<file path="src/rtl/phy_seq_pkg.sv">
package phy_seq_pkg;

  localparam int REG_W  = 5;
  localparam int DATA_W = 16;

  localparam logic [1:0] CAUSE_NONE = 2'b00;
  localparam logic [1:0] CAUSE_RST  = 2'b01;
  localparam logic [1:0] CAUSE_AN   = 2'b10;

  localparam logic [DATA_W-1:0] CTRL_SOFT_RESET = 16'h8000;
  localparam logic [DATA_W-1:0] ADV_10_100_ALL  = 16'h01E1;
  localparam logic [DATA_W-1:0] CTRL_AN_RESTART = 16'h1200;

  localparam logic [REG_W-1:0] REG_CTRL = 5'd0;
  localparam logic [REG_W-1:0] REG_STAT = 5'd1;
  localparam logic [REG_W-1:0] REG_ADV  = 5'd4;

  localparam int BIT_RESET_BUSY = 15;
  localparam int BIT_AN_DONE    = 5;
  localparam int BIT_100_FD     = 14;
  localparam int BIT_100_HD     = 13;
  localparam int BIT_10_FD      = 12;

  typedef enum logic [2:0] {
    STEP_RST_WR, STEP_RST_POLL, STEP_ADV_WR, STEP_AN_WR, STEP_AN_POLL, STEP_STAT_RD
  } step_e;

  typedef enum logic [1:0] {
    FSM_IDLE, FSM_ISSUE, FSM_WAIT, FSM_DELAY
  } fsm_e;

  typedef struct packed {
    logic              write;
    logic [REG_W-1:0]  regad;
    logic [DATA_W-1:0] data;
  } mgmt_cmd_t;

  function automatic mgmt_cmd_t step_cmd(step_e s);
    mgmt_cmd_t c;
    case (s)
      STEP_RST_WR:   c = '{write: 1'b1, regad: REG_CTRL, data: CTRL_SOFT_RESET};
      STEP_RST_POLL: c = '{write: 1'b0, regad: REG_CTRL, data: '0};
      STEP_ADV_WR:   c = '{write: 1'b1, regad: REG_ADV,  data: ADV_10_100_ALL};
      STEP_AN_WR:    c = '{write: 1'b1, regad: REG_CTRL, data: CTRL_AN_RESTART};
      default:       c = '{write: 1'b0, regad: REG_STAT, data: '0};
    endcase
    return c;
  endfunction

  function automatic step_e step_next(step_e s);
    case (s)
      STEP_RST_WR:   return STEP_RST_POLL;
      STEP_RST_POLL: return STEP_ADV_WR;
      STEP_ADV_WR:   return STEP_AN_WR;
      STEP_AN_WR:    return STEP_AN_POLL;
      STEP_AN_POLL:  return STEP_STAT_RD;
      default:       return STEP_RST_WR;
    endcase
  endfunction

  function automatic logic step_ok(step_e s, logic [DATA_W-1:0] rd);
    case (s)
      STEP_RST_POLL: return !rd[BIT_RESET_BUSY];
      STEP_AN_POLL:  return rd[BIT_AN_DONE];
      default:       return 1'b1;
    endcase
  endfunction

  function automatic logic res_speed100(logic [DATA_W-1:0] st);
    return st[BIT_100_FD] | st[BIT_100_HD];
  endfunction

  function automatic logic res_full(logic [DATA_W-1:0] st);
    return st[BIT_100_FD] | st[BIT_10_FD];
  endfunction

endpackage

</file>
<file path="src/rtl/phy_seq_delay.sv">
module phy_seq_delay #(
  parameter int unsigned CYCLES = 1000
) (
  input  logic clk,
  input  logic rst_n,
  input  logic load,
  output logic expire
);
  localparam int CW = (CYCLES < 2) ? 1 : $clog2(CYCLES);

  logic [CW-1:0] cnt;
  logic          run;

  always_ff @(posedge clk or negedge rst_n) begin
    if (!rst_n) begin
      cnt <= '0;
      run <= 1'b0;
    end else if (load) begin
      cnt <= CW'(CYCLES - 1);
      run <= 1'b1;
    end else if (run) begin
      if (cnt == '0) run <= 1'b0;
      else           cnt <= cnt - 1'b1;
    end
  end

  assign expire = run && (cnt == '0);

  a_r4_expire_single: assert property (@(posedge clk) disable iff (!rst_n)
    (expire && !load) |=> !expire)
    else $error("R4: delay expired twice in a row");

endmodule

</file>
<file path="src/rtl/phy_seq_tries.sv">
module phy_seq_tries #(
  parameter int unsigned MAX_TRIES = 100,
  localparam int TW = $clog2(MAX_TRIES + 1)
) (
  input  logic          clk,
  input  logic          rst_n,
  input  logic          clr,
  input  logic          inc,
  input  logic [TW-1:0] limit,
  output logic          last
);
  logic [TW-1:0] count;

  always_ff @(posedge clk or negedge rst_n) begin
    if (!rst_n)   count <= '0;
    else if (clr) count <= '0;
    else if (inc) count <= count + 1'b1;
  end

  assign last = (count == limit - TW'(1));

  a_r6_count_bounded: assert property (@(posedge clk) disable iff (!rst_n)
    count <= TW'(MAX_TRIES))
    else $error("R6: retry count beyond budget");

endmodule

</file>
<file path="src/rtl/phy_seq_resolve.sv">
module phy_seq_resolve
  import phy_seq_pkg::*;
(
  input  logic [DATA_W-1:0] status,
  output logic              speed100,
  output logic              full
);
  assign speed100 = res_speed100(status);
  assign full     = res_full(status);
endmodule

</file>
<file path="src/rtl/phy_bringup_seq.sv">
module phy_bringup_seq
  import phy_seq_pkg::*;
#(
  parameter int unsigned POLL_DELAY  = 50000,
  parameter int unsigned RESET_TRIES = 10,
  parameter int unsigned AN_TRIES    = 100
) (
  input  logic        clk,
  input  logic        rst_n,
  input  logic        start,
  output logic        mgmt_req,
  output logic        mgmt_write,
  output logic [4:0]  mgmt_reg,
  output logic [15:0] mgmt_wdata,
  input  logic        mgmt_done,
  input  logic [15:0] mgmt_rdata,
  output logic        busy,
  output logic        done,
  output logic        error,
  output logic [1:0]  err_cause,
  output logic        speed100,
  output logic        full_duplex
);
  localparam int unsigned MAX_TRIES = (RESET_TRIES > AN_TRIES) ? RESET_TRIES : AN_TRIES;
  localparam int TW = $clog2(MAX_TRIES + 1);

  fsm_e      state;
  step_e     step;
  mgmt_cmd_t cmd;

  // named events
  logic accept, resp, resp_ok, resp_fail, tries_last, timeout_ev, retry_ev, finish_ok, dly_expire;
  logic          res_spd, res_fd;
  logic [TW-1:0] limit;

  assign cmd        = step_cmd(step);
  assign mgmt_req   = (state == FSM_ISSUE);
  assign mgmt_write = cmd.write;
  assign mgmt_reg   = cmd.regad;
  assign mgmt_wdata = cmd.data;
  assign busy       = (state != FSM_IDLE);

  assign accept     = start && (state == FSM_IDLE);
  assign resp       = (state == FSM_WAIT) && mgmt_done;
  assign resp_ok    = resp && step_ok(step, mgmt_rdata);
  assign resp_fail  = resp && !step_ok(step, mgmt_rdata);
  assign timeout_ev = resp_fail && tries_last;
  assign retry_ev   = resp_fail && !tries_last;
  assign finish_ok  = resp_ok && (step == STEP_STAT_RD);
  assign limit      = (step == STEP_RST_POLL) ? TW'(RESET_TRIES) : TW'(AN_TRIES);

  phy_seq_delay #(.CYCLES(POLL_DELAY)) u_delay (
    .clk(clk), .rst_n(rst_n), .load(retry_ev), .expire(dly_expire));

  phy_seq_tries #(.MAX_TRIES(MAX_TRIES)) u_tries (
    .clk(clk), .rst_n(rst_n), .clr(accept || resp_ok), .inc(retry_ev),
    .limit(limit), .last(tries_last));

  phy_seq_resolve u_resolve (
    .status(mgmt_rdata), .speed100(res_spd), .full(res_fd));

  always_ff @(posedge clk or negedge rst_n) begin
    if (!rst_n) begin
      state <= FSM_IDLE;
      step  <= STEP_RST_WR;
    end else begin
      case (state)
        FSM_IDLE: if (accept) begin
          state <= FSM_ISSUE;
          step  <= STEP_RST_WR;
        end
        FSM_ISSUE: state <= FSM_WAIT;
        FSM_WAIT: begin
          if (finish_ok || timeout_ev) state <= FSM_IDLE;
          else if (resp_ok) begin
            state <= FSM_ISSUE;
            step  <= step_next(step);
          end else if (retry_ev) state <= FSM_DELAY;
        end
        default: if (dly_expire) state <= FSM_ISSUE;
      endcase
    end
  end

  always_ff @(posedge clk or negedge rst_n) begin
    if (!rst_n) begin
      done        <= 1'b0;
      error       <= 1'b0;
      err_cause   <= CAUSE_NONE;
      speed100    <= 1'b0;
      full_duplex <= 1'b0;
    end else if (accept) begin
      done        <= 1'b0;
      error       <= 1'b0;
      err_cause   <= CAUSE_NONE;
      speed100    <= 1'b0;
      full_duplex <= 1'b0;
    end else if (finish_ok) begin
      done        <= 1'b1;
      speed100    <= res_spd;
      full_duplex <= res_fd;
    end else if (timeout_ev) begin
      error     <= 1'b1;
      err_cause <= (step == STEP_RST_POLL) ? CAUSE_RST : CAUSE_AN;
    end
  end

  a_r2_first_write: assert property (@(posedge clk) disable iff (!rst_n)
    accept |=> mgmt_req && mgmt_write && mgmt_reg == REG_CTRL && mgmt_wdata == CTRL_SOFT_RESET)
    else $error("R2: first request is not the soft reset write");

  a_r3_cause_legal: assert property (@(posedge clk) disable iff (!rst_n)
    (error == (err_cause != CAUSE_NONE)) && err_cause != 2'b11)
    else $error("R3: error flag and cause disagree");

  a_r5_write_regs: assert property (@(posedge clk) disable iff (!rst_n)
    (mgmt_req && mgmt_write) |-> (mgmt_reg == REG_CTRL || mgmt_reg == REG_ADV))
    else $error("R5: write to unexpected register");

  a_r6_read_regs: assert property (@(posedge clk) disable iff (!rst_n)
    (mgmt_req && !mgmt_write) |-> (mgmt_reg == REG_CTRL || mgmt_reg == REG_STAT))
    else $error("R6: read of unexpected register");

  a_r7_done_clean: assert property (@(posedge clk) disable iff (!rst_n)
    $rose(done) |-> !busy && !error)
    else $error("R7: completion with error or still busy");

  a_r8_req_pulse: assert property (@(posedge clk) disable iff (!rst_n)
    mgmt_req |=> !mgmt_req)
    else $error("R8: request longer than one cycle");

  a_r10_hold_idle: assert property (@(posedge clk) disable iff (!rst_n)
    (!busy && !start) |=> $stable({done, error, err_cause, speed100, full_duplex}))
    else $error("R10: results changed while idle");

endmodule

</file>
<file path="config.mk">
export PLATFORM = sky130hd
export DESIGN_NAME = phy_bringup_seq
export DESIGN_NICKNAME = d
export VERILOG_FILES = /design/src/rtl/phy_seq_pkg.sv /design/src/rtl/phy_seq_delay.sv /design/src/rtl/phy_seq_tries.sv /design/src/rtl/phy_seq_resolve.sv /design/src/rtl/phy_bringup_seq.sv
export SDC_FILE = /design/constraint.sdc
export NUM_CORES = 1
export LEC_CHECK = 0
export BUFFER_PORTS_ARGS = -buffer_cell sky130_fd_sc_hd__buf_2
export CORE_UTILIZATION = 49
export CTS_BUF_LIST = sky130_fd_sc_hd__clkbuf_16
export DETAILED_ROUTE_END_ITERATION = 6
export HOLD_SLACK_MARGIN = 0.05
export PLACE_DENSITY = 0.76
export SLEW_MARGIN = 40
export SYNTH_ARGS = -nofsm -noshare
export SYNTH_HDL_FRONTEND = slang
export SYNTH_HIERARCHICAL = 1
export SYNTH_SLANG_ARGS = --single-unit
</file>
<file path="constraint.sdc">
create_clock -name clk -period 3.55 [get_ports clk]
set_input_delay 0.1775 -clock clk [delete_from_list [all_inputs] [get_ports clk]]
set_output_delay 0.1775 -clock clk [all_outputs]
set_load 0.01 [all_outputs]
</file>
* Word level (Yosys, flattened, before mapping)
Cells that the tools add are included.
Word-level totals: register bits 35, output and inout bits 30, logic and storage cells 91
Operators by class: $add $sub $neg 3, eq/ne operators 14, muxes and demuxes 35, bitwise gates (word level) 2, reduce and logical (&&, ||, !) cells 27
Operators with widths (count):
- $pmux W22 S4 | 1
- $mux W16 | 3
- $mux W7 | 3
- $mux W2 | 9
- $logic_not A16 Y1 | 1
- $sub A16 B1 Y16 const B | 1
- $pmux W3 S5 | 1
- $mux W1 | 12
- $reduce_bool A2 Y1 | 6
- $ne A2 B2 Y1 const B | 5
- $mux W3 | 3
- $logic_and A1 B1 Y1 | 8
- $add A7 B1 Y7 const B | 1
- $eq A7 B7 Y1 | 1
- $sub A7 B1 Y7 const B | 1
- $eq A3 B2 Y1 const B | 2
- $eq A3 B3 Y1 const B | 2
- $pmux W2 S3 | 1
- $pmux W3 S2 | 1
- $ne A4 B3 Y1 const B | 1
- $reduce_and A2 Y1 | 2
- $reduce_and A4 Y1 | 1
- $reduce_bool A4 Y1 | 1
- $eq A3 B1 Y1 const B | 1
- 9 further kinds | 13

* Depth between registers and ports, before layout
depth after elaboration 10, mapped depth 14, depth with buffers taken out 13

* Modules after synthesis
Netlist, hierarchy kept.
Modules (own cells, without submodules):
- phy_seq_delay | times used 1, cells each 98, area each 983.4 µm², sequential area each 425.4 µm²
- phy_bringup_seq | times used 1, cells each 96, area each 824.5 µm², sequential area each 275.3 µm²
- phy_seq_tries | times used 1, cells each 55, area each 510.5 µm², sequential area each 175.2 µm²
- phy_seq_resolve | times used 1, cells each 2, area each 12.5 µm², sequential area each 0.0 µm²

* Least setup slack after synthesis
No wires, ideal clock.
kind reg2reg, start register step[2], end register u_delay.cnt[1], setup time 0.080 ns, arrival 3.681 ns, data required time 3.470 ns, setup slack -0.211 ns, stages on the path, launching flop included 14, buffers on the path 3, period minus slack after synthesis 3.761 ns, cells stage by stage dfrtp_1 -> clkbuf_1 -> nor2_1 -> and2_1 -> inv_1 -> or3_1 -> o31a_1 -> o211ai_1 -> a221oi_2 -> a211oi_1 -> clkbuf_1 -> clkbuf_1 -> nor2_1 -> mux2i_1
Between the ends: longest elaborated chain between the ends 8, elaborated cells on any way between the ends 14, classes of those cells add/sub: 1; eq/ne: 4; mux: 3; reduce/logical: 6
RTL lines:
- start: declaration | RTL line phy_bringup_seq.sv:28 | step_e step;
- start signal: assignment | RTL line phy_bringup_seq.sv:77 | step <= step_next(step);
- $eq A3 B1 Y1 * | RTL line phy_bringup_seq.sv:50 | assign limit = (step == STEP_RST_POLL) ? TW'(RESET_TRIES) : TW'(AN_TRIES);
- $mux W7 * | RTL line phy_bringup_seq.sv:50
- named net limit[1] | RTL line phy_bringup_seq.sv:34 | logic [TW-1:0] limit;
- $sub A7 B1 Y7 * | RTL line phy_seq_tries.sv:20 | assign last = (count == limit - TW'(1));
- $eq A7 B7 Y1 * | RTL line phy_seq_tries.sv:20
- named net tries_last | RTL line phy_bringup_seq.sv:32 | logic accept, resp, resp_ok, resp_fail, tries_last, timeout_ev, retry_ev, finish_ok, dly_expire;
- $logic_not A1 Y1 * | RTL line phy_bringup_seq.sv:48 | assign retry_ev = resp_fail && !tries_last;
- $logic_and A1 B1 Y1 * | RTL line phy_bringup_seq.sv:48
- named net retry_ev | RTL line phy_bringup_seq.sv:32
- $ne A2 B2 Y1 (no line) or $reduce_bool A2 Y1 (tied branches)
- $reduce_and A2 Y1 (no line)
- end signal: assignment | RTL line phy_seq_delay.sv:19 | cnt <= CW'(CYCLES - 1);
- end signal: assignment | RTL line phy_seq_delay.sv:23 | else cnt <= cnt - 1'b1;
- end: declaration | RTL line phy_seq_delay.sv:11 | logic [CW-1:0] cnt;
The timed path passes the listed nets; every way through them passes the cells marked *. A chain may end at the register's enable or synchronous reset.

* Worst setup path in the final report
start register step[1], end register err_cause[1]
Between the ends: longest elaborated chain between the ends 7, elaborated cells on any way between the ends 19, classes of those cells add/sub: 1; eq/ne: 5; mux: 6; reduce/logical: 7
RTL lines:
- $eq A3 B1 Y1 | RTL line phy_bringup_seq.sv:50
- $mux W7 | RTL line phy_bringup_seq.sv:50
- named net limit[1] | RTL line phy_bringup_seq.sv:34
- $sub A7 B1 Y7 | RTL line phy_seq_tries.sv:20
- $eq A7 B7 Y1 | RTL line phy_seq_tries.sv:20
- named net tries_last | RTL line phy_bringup_seq.sv:32
- $logic_and A1 B1 Y1 | RTL line phy_bringup_seq.sv:47 | assign timeout_ev = resp_fail && tries_last;
- $reduce_bool A2 Y1 (no line)
- $reduce_and A2 Y1 (no line)
- end signal: assignment | RTL line phy_bringup_seq.sv:104 | err_cause <= (step == STEP_RST_POLL) ? CAUSE_RST : CAUSE_AN;
- end: declaration | RTL line phy_bringup_seq.sv:20 | output logic [1:0] err_cause,
The timed path passes the listed nets, and every way through them passes these cells. The select of a mux whose other input is x is not followed.

==> impl_metrics.json <==
{
  "final_nets": 311,
  "cp-startpoint": "step[1]",
  "synth_edf_count": 0,
  "syn_area_um2": 2330,
  "fmax_ghz": 0.306,
  "postCtsSetupRepairBufs": 0,
  "die_area_um2": 5040,
  "num_rows": 24,
  "power_frac_comb_pct": 38.4,
  "htree_levels": 2,
  "die_y_um": 71.0,
  "layout_common_cells": "35 x dfrtp_1, 29 x nor2_1, 26 x buf_2",
  "run_status": "complete, but fails checks",
  "cts_max_path_buffers": 2,
  "cts_tree": "yes",
  "yosys_warnings": 6,
  "violations": "DRC",
  "ir_drop_mv": 0.405,
  "clk_latency_ns": 0.27,
  "cap_violations": 0,
  "use_met3_pct": 4.27,
  "min_from": "mgmt_rdata[13]",
  "ys_ff_latch": 35,
  "wl_per_cell_um": 13.1,
  "synth_area_leaders": "dfrtp_1 38%, buf_4 5.5%, nor2_1 4.7%",
  "final_hold_viol_count": 0,
  "min_period_ns": 3.26,
  "vias_per_cell": 5.42,
  "total_power_mw": 1.66,
  "area.growth.synth_to_final_pct": 13.4,
  "fin_crit_sh_pct": 91.9,
  "seq_power_share_pct": 37.0,
  "drive_above_1_share_pct": 19.6,
  "required_ns": 3.74,
  "grt_pass1_vias": 1744,
  "hold_end": "speed100",
  "grt_pass1_wl_um": 7560,
  "ios": 50,
  "r2r_end": "err_cause[1]",
  "grt_overflow_total": 0,
  "power.switching_mw": 0.616,
  "synth_seq_area_share_pct": 37.6,
  "grt_start_max_net_pins": 36,
  "ys_types": 60,
  "critical_path_peak_fanout": 8,
  "crit_type": "reg2reg",
  "p_int_mw": 1.04,
  "power_density_nw_per_um2": 627,
  "drt-pass1-iter-count": 7,
  "initial_core_util_pct": 52.1,
  "die_x_um": 71.0,
  "reg2reg_depth": 11,
  "antenna_found_initial": 0,
  "busiest_layer": "met2",
  "maxSlewViolCount": 0,
  "syn_inst": 251,
  "gr-usage-met1_pct": 24.4,
  "max_slew_margin_pct": 43.3,
  "r2r_start": "step[1]",
  "synth_top_area_share_pct": 37.6,
  "dr_total_vias": 1831,
  "gr-usage-met2_pct": 33.1,
  "port_buffers": 27,
  "setup_tns_ns": 0,
  "detailed_place_hpwl_um": 3190,
  "ff2ff_setup_slack_ns": 0.29,
  "worst_hold_path_type": "in2reg",
  "clockPowerShare_pct": 24.6,
  "cp-start-kind": "flop",
  "numCtsBuffers": 5,
  "async_flop_share_pct": 100,
  "clk_pin_slew_ns": 0.06,
  "yosysTopAreaCell": "dfrtp_1",
  "critPathCaptureType": "flop",
  "routed_wl_um": 4410,
  "finalClockSkew_ns": 0.00514,
  "antenna_left": 0,
  "fin_util_pct": 59.1,
  "clock-sinks": 35,
  "coreArea_um2": 4470,
  "p_leak_nw": 1.19,
  "clock-root-buffer": "clkbuf_16",
  "avgSynthCellArea_um2": 9.29,
  "drc": 4,
  "drt_iter0_drc": 107,
  "place_congestion": 0.811,
  "ys.flop_type": "dfrtp_1",
  "p_sw_share_pct": 37.2,
  "cp.arrival_ns": 3.45,
  "hold_path_depth": 4,
  "grt_usage_pct": 19.0,
  "worstMarginPinSlew_ns": 0.849,
  "final_common_cell": "dfrtp_1",
  "setup_viol": 0,
  "n_antenna_cell": 0,
  "rsz0062_at_grt": "no"
}
## per-layer routing
layer | part of all wire (%) | vias to the layer above
met5 | 0 | -
met2 | 50 | 34
met3 | 3.1 | 6
li1 | - | 934
met1 | 46 | 857
met4 | 0.77 | 0
## critical path, cell delays in order, from the launching register on
cell and delay (ns):
dfrtp_1 0.45, nor2_1 0.12, and2_1 0.19, inv_1 0.07
or3_1 0.39, o31a_1 0.27, or4_4 0.52, a221oi_2 0.40
inv_1 0.15, a211oi_4 0.32, nor2_1 0.09, a211oi_2 0.21
## power groups by stage
stage | Combinational (mW) | Sequential (mW) | Clock (mW)
floorplan | 0.520 | 0.587 | 0
global placement | 0.616 | 0.607 | 0
detailed placement | 0.634 | 0.615 | 0
CTS | 0.637 | 0.612 | 0.420
global route | 0.719 | 0.633 | 0.435
finish | 0.636 | 0.613 | 0.408
## metrics by stage
stage                     instances  setup slack [ns]  instance area, um2  hold slack (ns)
after detailed placement        329             0.311                2490            0.313
final                           338             0.287                2640            0.234
after CTS                       338             0.298                2640            0.228
after floorplan                 269            0.0741                2400           -0.118
after global routing            338            0.0973                2640            0.269
after global placement          329             0.215                2490            0.309
## logic make-up after synthesis
group	Yosys count	share of synthesized area (%)
fa+ha+maj	6	3.22
simple gates	104	26.0
xor+xnor	14	5.26
flops	35	37.6
compound gates	43	13.9
other cells	1	0.161
buf+inv	36	8.59
mux	12	5.26
## worst max path at each step
stage	endpoint	slack, ns	depth (start not counted)
2_1_floorplan	u_delay/cnt[8]	0.07	12
6_report	err_cause[1]	0.29	11
3_5_place_dp	err_cause[1]	0.31	11
4_1_cts	err_cause[1]	0.30	11
5_1_grt	u_tries/count[6]	0.1	12
3_3_place_gp	u_tries/count[5]	0.21	11
## area by class of cell
cell class	instances	area [um2]
tap	52	65.1
timing repair buffer	33	185
inverter	12	45.0
clock inverter	3	12.5
clock buffer	5	125
fill	403	1830
multi-input combinational	198	1340
sequential	35	876
## flip-flops by register name, indices dropped and copies added, names as in the netlist
register / count
state: 2
err_cause: 2
u_delay/run: 1
u_tries/count: 7
u_delay/cnt: 16
speed100: 1
step: 3
error: 1
done: 1
full_duplex: 1
## what timing repair did
item	4_1_cts	5_1_grt
endpoints found under the hold margin	35	0
resized for setup	0	0
hold buffers	1	0
## Yosys cell counts (5+ instances only)
cell type and count:
clkbuf_1 5, a21oi_1 9, nor2b_1 10, nand2_1 12
o21ai_0 8, or3_1 6, xnor2_1 7, buf_4 17
dfrtp_1 35, nor2_1 29, mux2i_1 10, ha_1 6
xor2_1 7, nor4_1 5, inv_1 12
Power figures use the tool's default switching activity.
